<file path="src/rtl/pwmdac_pkg.sv">
package pwmdac_pkg;
  typedef struct packed {
    logic init;
    logic step;
  } sarStrobe_t;

  typedef enum logic [2:0] {
    ST_IDLE, ST_ALIGN, ST_SETTLE, ST_DITHER, ST_DECIDE, ST_DONE
  } sarState_t;
endpackage

</file>
<file path="src/rtl/pwmdac_datapath.sv">
module pwmdac_datapath
  import pwmdac_pkg::*;
#(
  parameter int CODE_W = 8
) (
  input  logic              clk,
  input  logic              rstN,
  input  sarStrobe_t        strb,
  input  logic              cmpIn,
  output logic              pwmOut,
  output logic              periodEnd,
  output logic [CODE_W-1:0] trialCode
);
  localparam logic [CODE_W-1:0] CODE_MAX = {CODE_W{1'b1}};
  localparam logic [CODE_W-1:0] CODE_MID = CODE_MAX >> 1;

  logic [CODE_W-1:0] pwmCnt, dutyReg, loBound, hiBound;
  logic [CODE_W-1:0] newLo, newHi;
  logic [1:0]        cmpSync;

  assign periodEnd = (pwmCnt == CODE_MAX);

  always_ff @(posedge clk or negedge rstN) begin
    if (!rstN) begin
      pwmCnt  <= '0;
      dutyReg <= '0;
      pwmOut  <= 1'b0;
      cmpSync <= '0;
    end else begin
      pwmCnt  <= pwmCnt + 1'b1;
      cmpSync <= {cmpSync[0], cmpIn};
      pwmOut  <= (pwmCnt < dutyReg);
      if (periodEnd) dutyReg <= trialCode;
    end
  end

  always_comb begin
    newLo = loBound;
    newHi = hiBound;
    if (cmpSync[1]) newHi = trialCode;
    else            newLo = trialCode;
  end

  always_ff @(posedge clk or negedge rstN) begin
    if (!rstN) begin
      trialCode <= '0;
      loBound   <= '0;
      hiBound   <= CODE_MAX;
    end else if (strb.init) begin
      trialCode <= CODE_MID;
      loBound   <= '0;
      hiBound   <= CODE_MAX;
    end else if (strb.step) begin
      loBound   <= newLo;
      hiBound   <= newHi;
      trialCode <= newLo + ((newHi - newLo) >> 1);
    end
  end


  duty_at_boundary_chk: assert property (@(posedge clk) disable iff (!rstN)
    !$stable(dutyReg) |-> pwmCnt == '0);

  bounds_order_chk: assert property (@(posedge clk) disable iff (!rstN)
    $past(strb.step) |-> (loBound <= trialCode) && (trialCode <= hiBound));

  init_values_chk: assert property (@(posedge clk) disable iff (!rstN)
    strb.init |=> trialCode == CODE_MID && loBound == '0 && hiBound == CODE_MAX);
endmodule

</file>
<file path="src/rtl/pwmdac_control.sv">
module pwmdac_control
  import pwmdac_pkg::*;
#(
  parameter int TRIALS      = 8,
  parameter int SETTLE_CYC  = 240000,
  parameter int DITHER_UNIT = 16
) (
  input  logic       clk,
  input  logic       rstN,
  input  logic       startPulse,
  input  logic       periodEnd,
  output sarStrobe_t strb,
  output logic       busy,
  output logic       resultValid
);
  localparam int DITHER_W  = 5;
  localparam int DITH_MAX  = ((1 << DITHER_W) - 1) * DITHER_UNIT;
  localparam int WAIT_TOP  = (SETTLE_CYC > DITH_MAX) ? SETTLE_CYC : DITH_MAX;
  localparam int CNT_W     = $clog2(WAIT_TOP + 2);
  localparam int ITER_W    = $clog2(TRIALS + 1);

  sarState_t           state;
  logic [CNT_W-1:0]    waitCnt;
  logic [CNT_W-1:0]    ditherTarget;
  logic [ITER_W-1:0]   iterCnt;
  logic [7:0]          lfsr;

  always_ff @(posedge clk or negedge rstN) begin
    if (!rstN) lfsr <= 8'h01;
    else       lfsr <= {lfsr[6:0], lfsr[7] ^ lfsr[5] ^ lfsr[4] ^ lfsr[3]};
  end

  always_comb begin
    strb.init = (state == ST_IDLE) && startPulse;
    strb.step = (state == ST_DECIDE);
  end

  assign busy        = (state != ST_IDLE);
  assign resultValid = (state == ST_DONE);

  always_ff @(posedge clk or negedge rstN) begin
    if (!rstN) begin
      state        <= ST_IDLE;
      waitCnt      <= '0;
      ditherTarget <= '0;
      iterCnt      <= '0;
    end else begin
      unique case (state)
        ST_IDLE: if (startPulse) begin
          iterCnt <= '0;
          state   <= ST_ALIGN;
        end
        ST_ALIGN: if (periodEnd) begin
          waitCnt      <= '0;
          ditherTarget <= CNT_W'(int'(lfsr[DITHER_W-1:0]) * DITHER_UNIT);
          state        <= ST_SETTLE;
        end
        ST_SETTLE: begin
          if (waitCnt == CNT_W'(SETTLE_CYC - 1)) begin
            waitCnt <= '0;
            state   <= ST_DITHER;
          end else waitCnt <= waitCnt + 1'b1;
        end
        ST_DITHER: begin
          if (waitCnt >= ditherTarget) state <= ST_DECIDE;
          else                         waitCnt <= waitCnt + 1'b1;
        end
        ST_DECIDE: begin
          if (iterCnt == ITER_W'(TRIALS - 1)) state <= ST_DONE;
          else begin
            iterCnt <= iterCnt + 1'b1;
            state   <= ST_ALIGN;
          end
        end
        ST_DONE: state <= ST_IDLE;
        default: state <= ST_IDLE;
      endcase
    end
  end


  valid_single_chk: assert property (@(posedge clk) disable iff (!rstN)
    resultValid |=> !resultValid && !busy);

  start_ignored_chk: assert property (@(posedge clk) disable iff (!rstN)
    (busy && !resultValid && startPulse) |=> busy && !strb.init);

  dither_range_chk: assert property (@(posedge clk) disable iff (!rstN)
    (state == ST_DITHER) |-> ditherTarget <= CNT_W'(DITH_MAX));

  settle_before_decide_chk: assert property (@(posedge clk) disable iff (!rstN)
    (state == ST_DECIDE) |-> $past(state) == ST_DITHER);

  iter_bound_chk: assert property (@(posedge clk) disable iff (!rstN)
    busy |-> iterCnt < ITER_W'(TRIALS));
endmodule

</file>
<file path="src/rtl/pwmdac_sar.sv">
module pwmdac_sar
  import pwmdac_pkg::*;
#(
  parameter int CODE_W      = 8,
  parameter int SETTLE_CYC  = 240000,
  parameter int DITHER_UNIT = 16
) (
  input  logic              clk,
  input  logic              rstN,
  input  logic              startPulse,
  input  logic              cmpIn,
  output logic              pwmOut,
  output logic              busy,
  output logic              resultValid,
  output logic [CODE_W-1:0] resultCode
);
  sarStrobe_t strb;
  logic       periodEnd;

  pwmdac_control #(
    .TRIALS(CODE_W), .SETTLE_CYC(SETTLE_CYC), .DITHER_UNIT(DITHER_UNIT)
  ) uCtrl (
    .clk(clk), .rstN(rstN), .startPulse(startPulse), .periodEnd(periodEnd),
    .strb(strb), .busy(busy), .resultValid(resultValid)
  );

  pwmdac_datapath #(.CODE_W(CODE_W)) uPath (
    .clk(clk), .rstN(rstN), .strb(strb), .cmpIn(cmpIn),
    .pwmOut(pwmOut), .periodEnd(periodEnd), .trialCode(resultCode)
  );
endmodule

</file>
<file path="config.mk">
export PLATFORM = sky130hd
export DESIGN_NAME = pwmdac_sar
export DESIGN_NICKNAME = d
export VERILOG_FILES = /design/src/rtl/pwmdac_pkg.sv /design/src/rtl/pwmdac_datapath.sv /design/src/rtl/pwmdac_control.sv /design/src/rtl/pwmdac_sar.sv
export SDC_FILE = /design/constraint.sdc
export NUM_CORES = 1
export LEC_CHECK = 0
export BUFFER_PORTS_ARGS = -buffer_cell sky130_fd_sc_hd__buf_2
export CORE_AREA = 2 2 110 112
export DETAILED_ROUTE_END_ITERATION = 8
export DIE_AREA = 0 0 112 114
export PLACE_DENSITY_LB_ADDON = 0.08
export SLEW_MARGIN = 10
export SYNTH_ARGS = -nofsm -noshare
export SYNTH_HDL_FRONTEND = slang
export SYNTH_SLANG_ARGS = --single-unit
export TNS_END_PERCENT = 100
</file>
<file path="constraint.sdc">
create_clock -name clk -period 4.4 [get_ports clk]
set_input_delay 0.22 -clock clk [delete_from_list [all_inputs] [get_ports clk]]
set_output_delay 0.22 -clock clk [all_outputs]
set_load 0.02 [all_outputs]
</file>
==> results.sh <==
export IMPL_cpPeakStageDelay_ps=660
export IMPL_overflow=0
export IMPL_max_freq_mhz=292
export IMPL_track_usage_pct=16.6
export IMPL_clk_pin_slew_ps=60
export IMPL_gp_congestion=0.799
export IMPL_postCtsHoldBufs=2
export IMPL_worstSetupPathType="reg2reg"
export IMPL_post_cts_resized=0
export IMPL_clockBufferDepth=2
export IMPL_grt_pass1_vias=3367
export IMPL_cts_root_buf="clkbuf_16"
export IMPL_dieWidth_um=112
export IMPL_synth_ff_type="dfrtp_1"
export IMPL_wl_mm=9.79
export IMPL_clock_skew_final_ps=6.35
export IMPL_crit_top_cell="nand2_1"
export IMPL_cts_buffers=9
export IMPL_max_cap_viol_count=0
export IMPL_grt_pass1_wl_mm=16.9
export IMPL_drt_initial_drc_count=166
export IMPL_tns_ps=0
export IMPL_via_per_inst=5.31
export IMPL_row_count=40
export IMPL_dpl_cell_area_mm2=0.00474
export IMPL_synth_most_common_cell="dfrtp_1"
export IMPL_drc=0
export IMPL_n_fill_cell=1138
export IMPL_clk_latency_ps=340
export IMPL_maxSlewHeadroom_pct=27.6
export IMPL_fin_ws_ps=970
export IMPL_syn_cell_area_mm2=0.00450
export IMPL_place_inst=610
export IMPL_start_util_pct=38.4
export IMPL_outcome="finished, final reports clean"
export IMPL_drtPass1Iterations=5
export IMPL_critPathCaptureType="flop"
export IMPL_coreArea_mm2=0.0117
export IMPL_vias=3332
export IMPL_power_density_mw_per_mm2=311
export IMPL_yosysWarnings=0
export IMPL_synthesis_nets=493
export IMPL_finalSetupViolations=0
export IMPL_port_buffers=14
export IMPL_multi_input_area_mm2=0.00228
export IMPL_syn2layout_area_growth_pct=12.8
export IMPL_slowest_stage="dfrtp_1"
export IMPL_synth_area_leaders="dfrtp_1 40%, ha_1 8.3%, dfstp_2 5.3%, o21ai_0 4.3%, nand2_1 4.3%"
export IMPL_worst_slew_pin_slew_ps=1080
export IMPL_power_leakage_nw=2.29
export IMPL_cts_tree="built"
export IMPL_yosysTopAreaCell="dfrtp_1"
export IMPL_die_area_mm2=0.0128
export IMPL_pre_cts_slack_ps=990
export IMPL_ant_nets=0
export IMPL_hp_class="in2reg"
export IMPL_ys_types=53
export IMPL_synth_top_area_share_pct=40.1
export IMPL_grt_max_degree=45
export IMPL_critPathMaxFanout=13
export IMPL_ys_seq_area_share_pct=45.3
export IMPL_avgSynthCellArea_um2=9.84
export IMPL_layout_worst_path_cycle_share_pct=77.9
export IMPL_nets=512
export IMPL_synthArstFlopShare_pct=100
export IMPL_netlist_instances=457
export IMPL_avgRoutedWirePerCell_um=15.6
export IMPL_yosys_top_cells_count="72 x dfrtp_1, 51 x nand2_1, 39 x o21ai_0"
export IMPL_dpl_hpwl_mm=6.89
export IMPL_drive_gt1_share_pct=12.9
export IMPL_hold_violations=0
export IMPL_seq_area_mm2=0.00204
export IMPL_htreeDepth=3
export IMPL_ir_drop_mv=0.269
export IMPL_path_cells="mux2_2, fa_1, nand2_1, nand2_1, a21oi_1, xnor2_1, ha_1, nand3_1, o211ai_1, nor4_1, nor3_1, xor2_1, o21ai_0"
export IMPL_final_area_mm2=0.00507
export IMPL_synth_edf_count=0
export IMPL_period_needed_ps=3430
export IMPL_post_cts_buffers=0
export IMPL_antenna_found_initial=0
export IMPL_critPathRequiredTime_ps=4580
export IMPL_synth_seq_cells=81
export IMPL_clock_sinks=81
export IMPL_instances_no_fill=628
export IMPL_fp_dieH_um=114
export IMPL_maxSlewViolCount=0
export IMPL_boundaryPins=15
export IMPL_rsz0062_at_grt="no"
export IMPL_diodes=0
export IMPL_cp_start_kind="flop"
export IMPL_arrival_ps=3610
==> kinds of logic (layout without fill, tap and decap cells) <==
family / after synthesis / after routing / share of synthesized area, %
compound gates: 99 / 99 / 14.9
mux: 21 / 21 / 5.06
flops: 81 / 81 / 45.3
xor+xnor: 23 / 23 / 4.48
simple gates: 157 / 157 / 17.1
buf+inv: 44 / 68 / 3.87
fa+ha+maj: 32 / 32 / 9.24
==> worst paths after layout <==
check / start / end / slack (ps) / depth (start not counted)
worst max-delay path: uPath.cmpSync[1] / uPath.trialCode[7] / 970 / 13
worst min-delay path: startPulse / uCtrl.state[0] / 290 / 3
max in group asynchronous: rstN / uPath.hiBound[6] / 3060 / 3
worst max register to register: uPath.cmpSync[1] / uPath.trialCode[7] / 970 / 13
min in group asynchronous: rstN / uCtrl.lfsr[5] / 390 / 2
worst min register to register: uCtrl.lfsr[6] / uCtrl.lfsr[7] / 360 / 0
==> flip-flops by register name, summed over array words and instances (netlist names), 2 cells and up <==
register	count
uCtrl.ditherTarget	5
uCtrl.iterCnt	4
uCtrl.lfsr	8
uCtrl.state	3
uCtrl.waitCnt	18
uPath.cmpSync	2
uPath.dutyReg	8
uPath.hiBound	8
uPath.loBound	8
uPath.pwmCnt	8
uPath.trialCode	8
==> layer usage <==
| layer | share of wire [%] | up-vias | GRT usage [%] |
|---|---|---|---|
| li1 | - | 1664 | - |
| met1 | 48 | 1634 | 21.0 |
| met2 | 49 | 30 | 28.0 |
| met3 | 2.2 | 4 | 4.73 |
| met4 | 0.53 | 0 | 4.80 |
| met5 | 0 | - | 0 |
==> power by group <==
group	internal [W]	switching, W
logic	0.00000836	0.0000198
clock network	0.000512	0.000291
registers	0.000746	0.00000249
total	0.00127	0.000313
==> stage by stage <==
stage / utilization (%) / hold WS (ps) / power [W]
2_1_floorplan: - / -75.6 / 0.000770
3_3_place_gp: 40.4 / 225 / 0.000791
3_5_place_dp: 40.4 / 229 / 0.000791
4_1_cts: 43.3 / 268 / 0.00161
5_1_grt: 43.3 / 283 / 0.00164
6_report: 43.3 / 286 / 0.00158
==> cell type report <==
class	instances	share of cell area [%]
Clock buffer	13	4.93
Clock inverter	3	1.28
Inverter	30	2.22
Multi-Input combinational cell	332	45.0
Sequential cell	81	40.2
Tap cell	147	3.63
Timing Repair Buffer	22	2.71
==> worst max-delay path, delay by kind of cell, from the launching register on <==
family / cells / cell delay [ps]
AO/OA/AOI/OAI: 3 / 550
XOR/XNOR: 2 / 250
adder cells (fa/ha/maj): 2 / 820
flip-flops: 1 / 660
multiplexers: 1 / 440
AND/OR/NAND/NOR: 5 / 540
==> cell usage in the layout (no fill, tap or decap), types with 7 or more instances in the layout <==
cell / count
a21oi_1: 10
and3_1: 9
buf_2: 13
buf_4: 7
clkbuf_16: 9
dfrtp_1: 72
dfstp_2: 9
ha_1: 30
inv_1: 30
mux2_2: 14
mux2i_1: 7
nand2_1: 51
nand3_1: 34
nor2_1: 22
nor2b_1: 7
o211ai_1: 10
o21ai_0: 39
o31ai_1: 10
xnor2_1: 17
No activity file was read; power rests on OpenSTA's default activity.
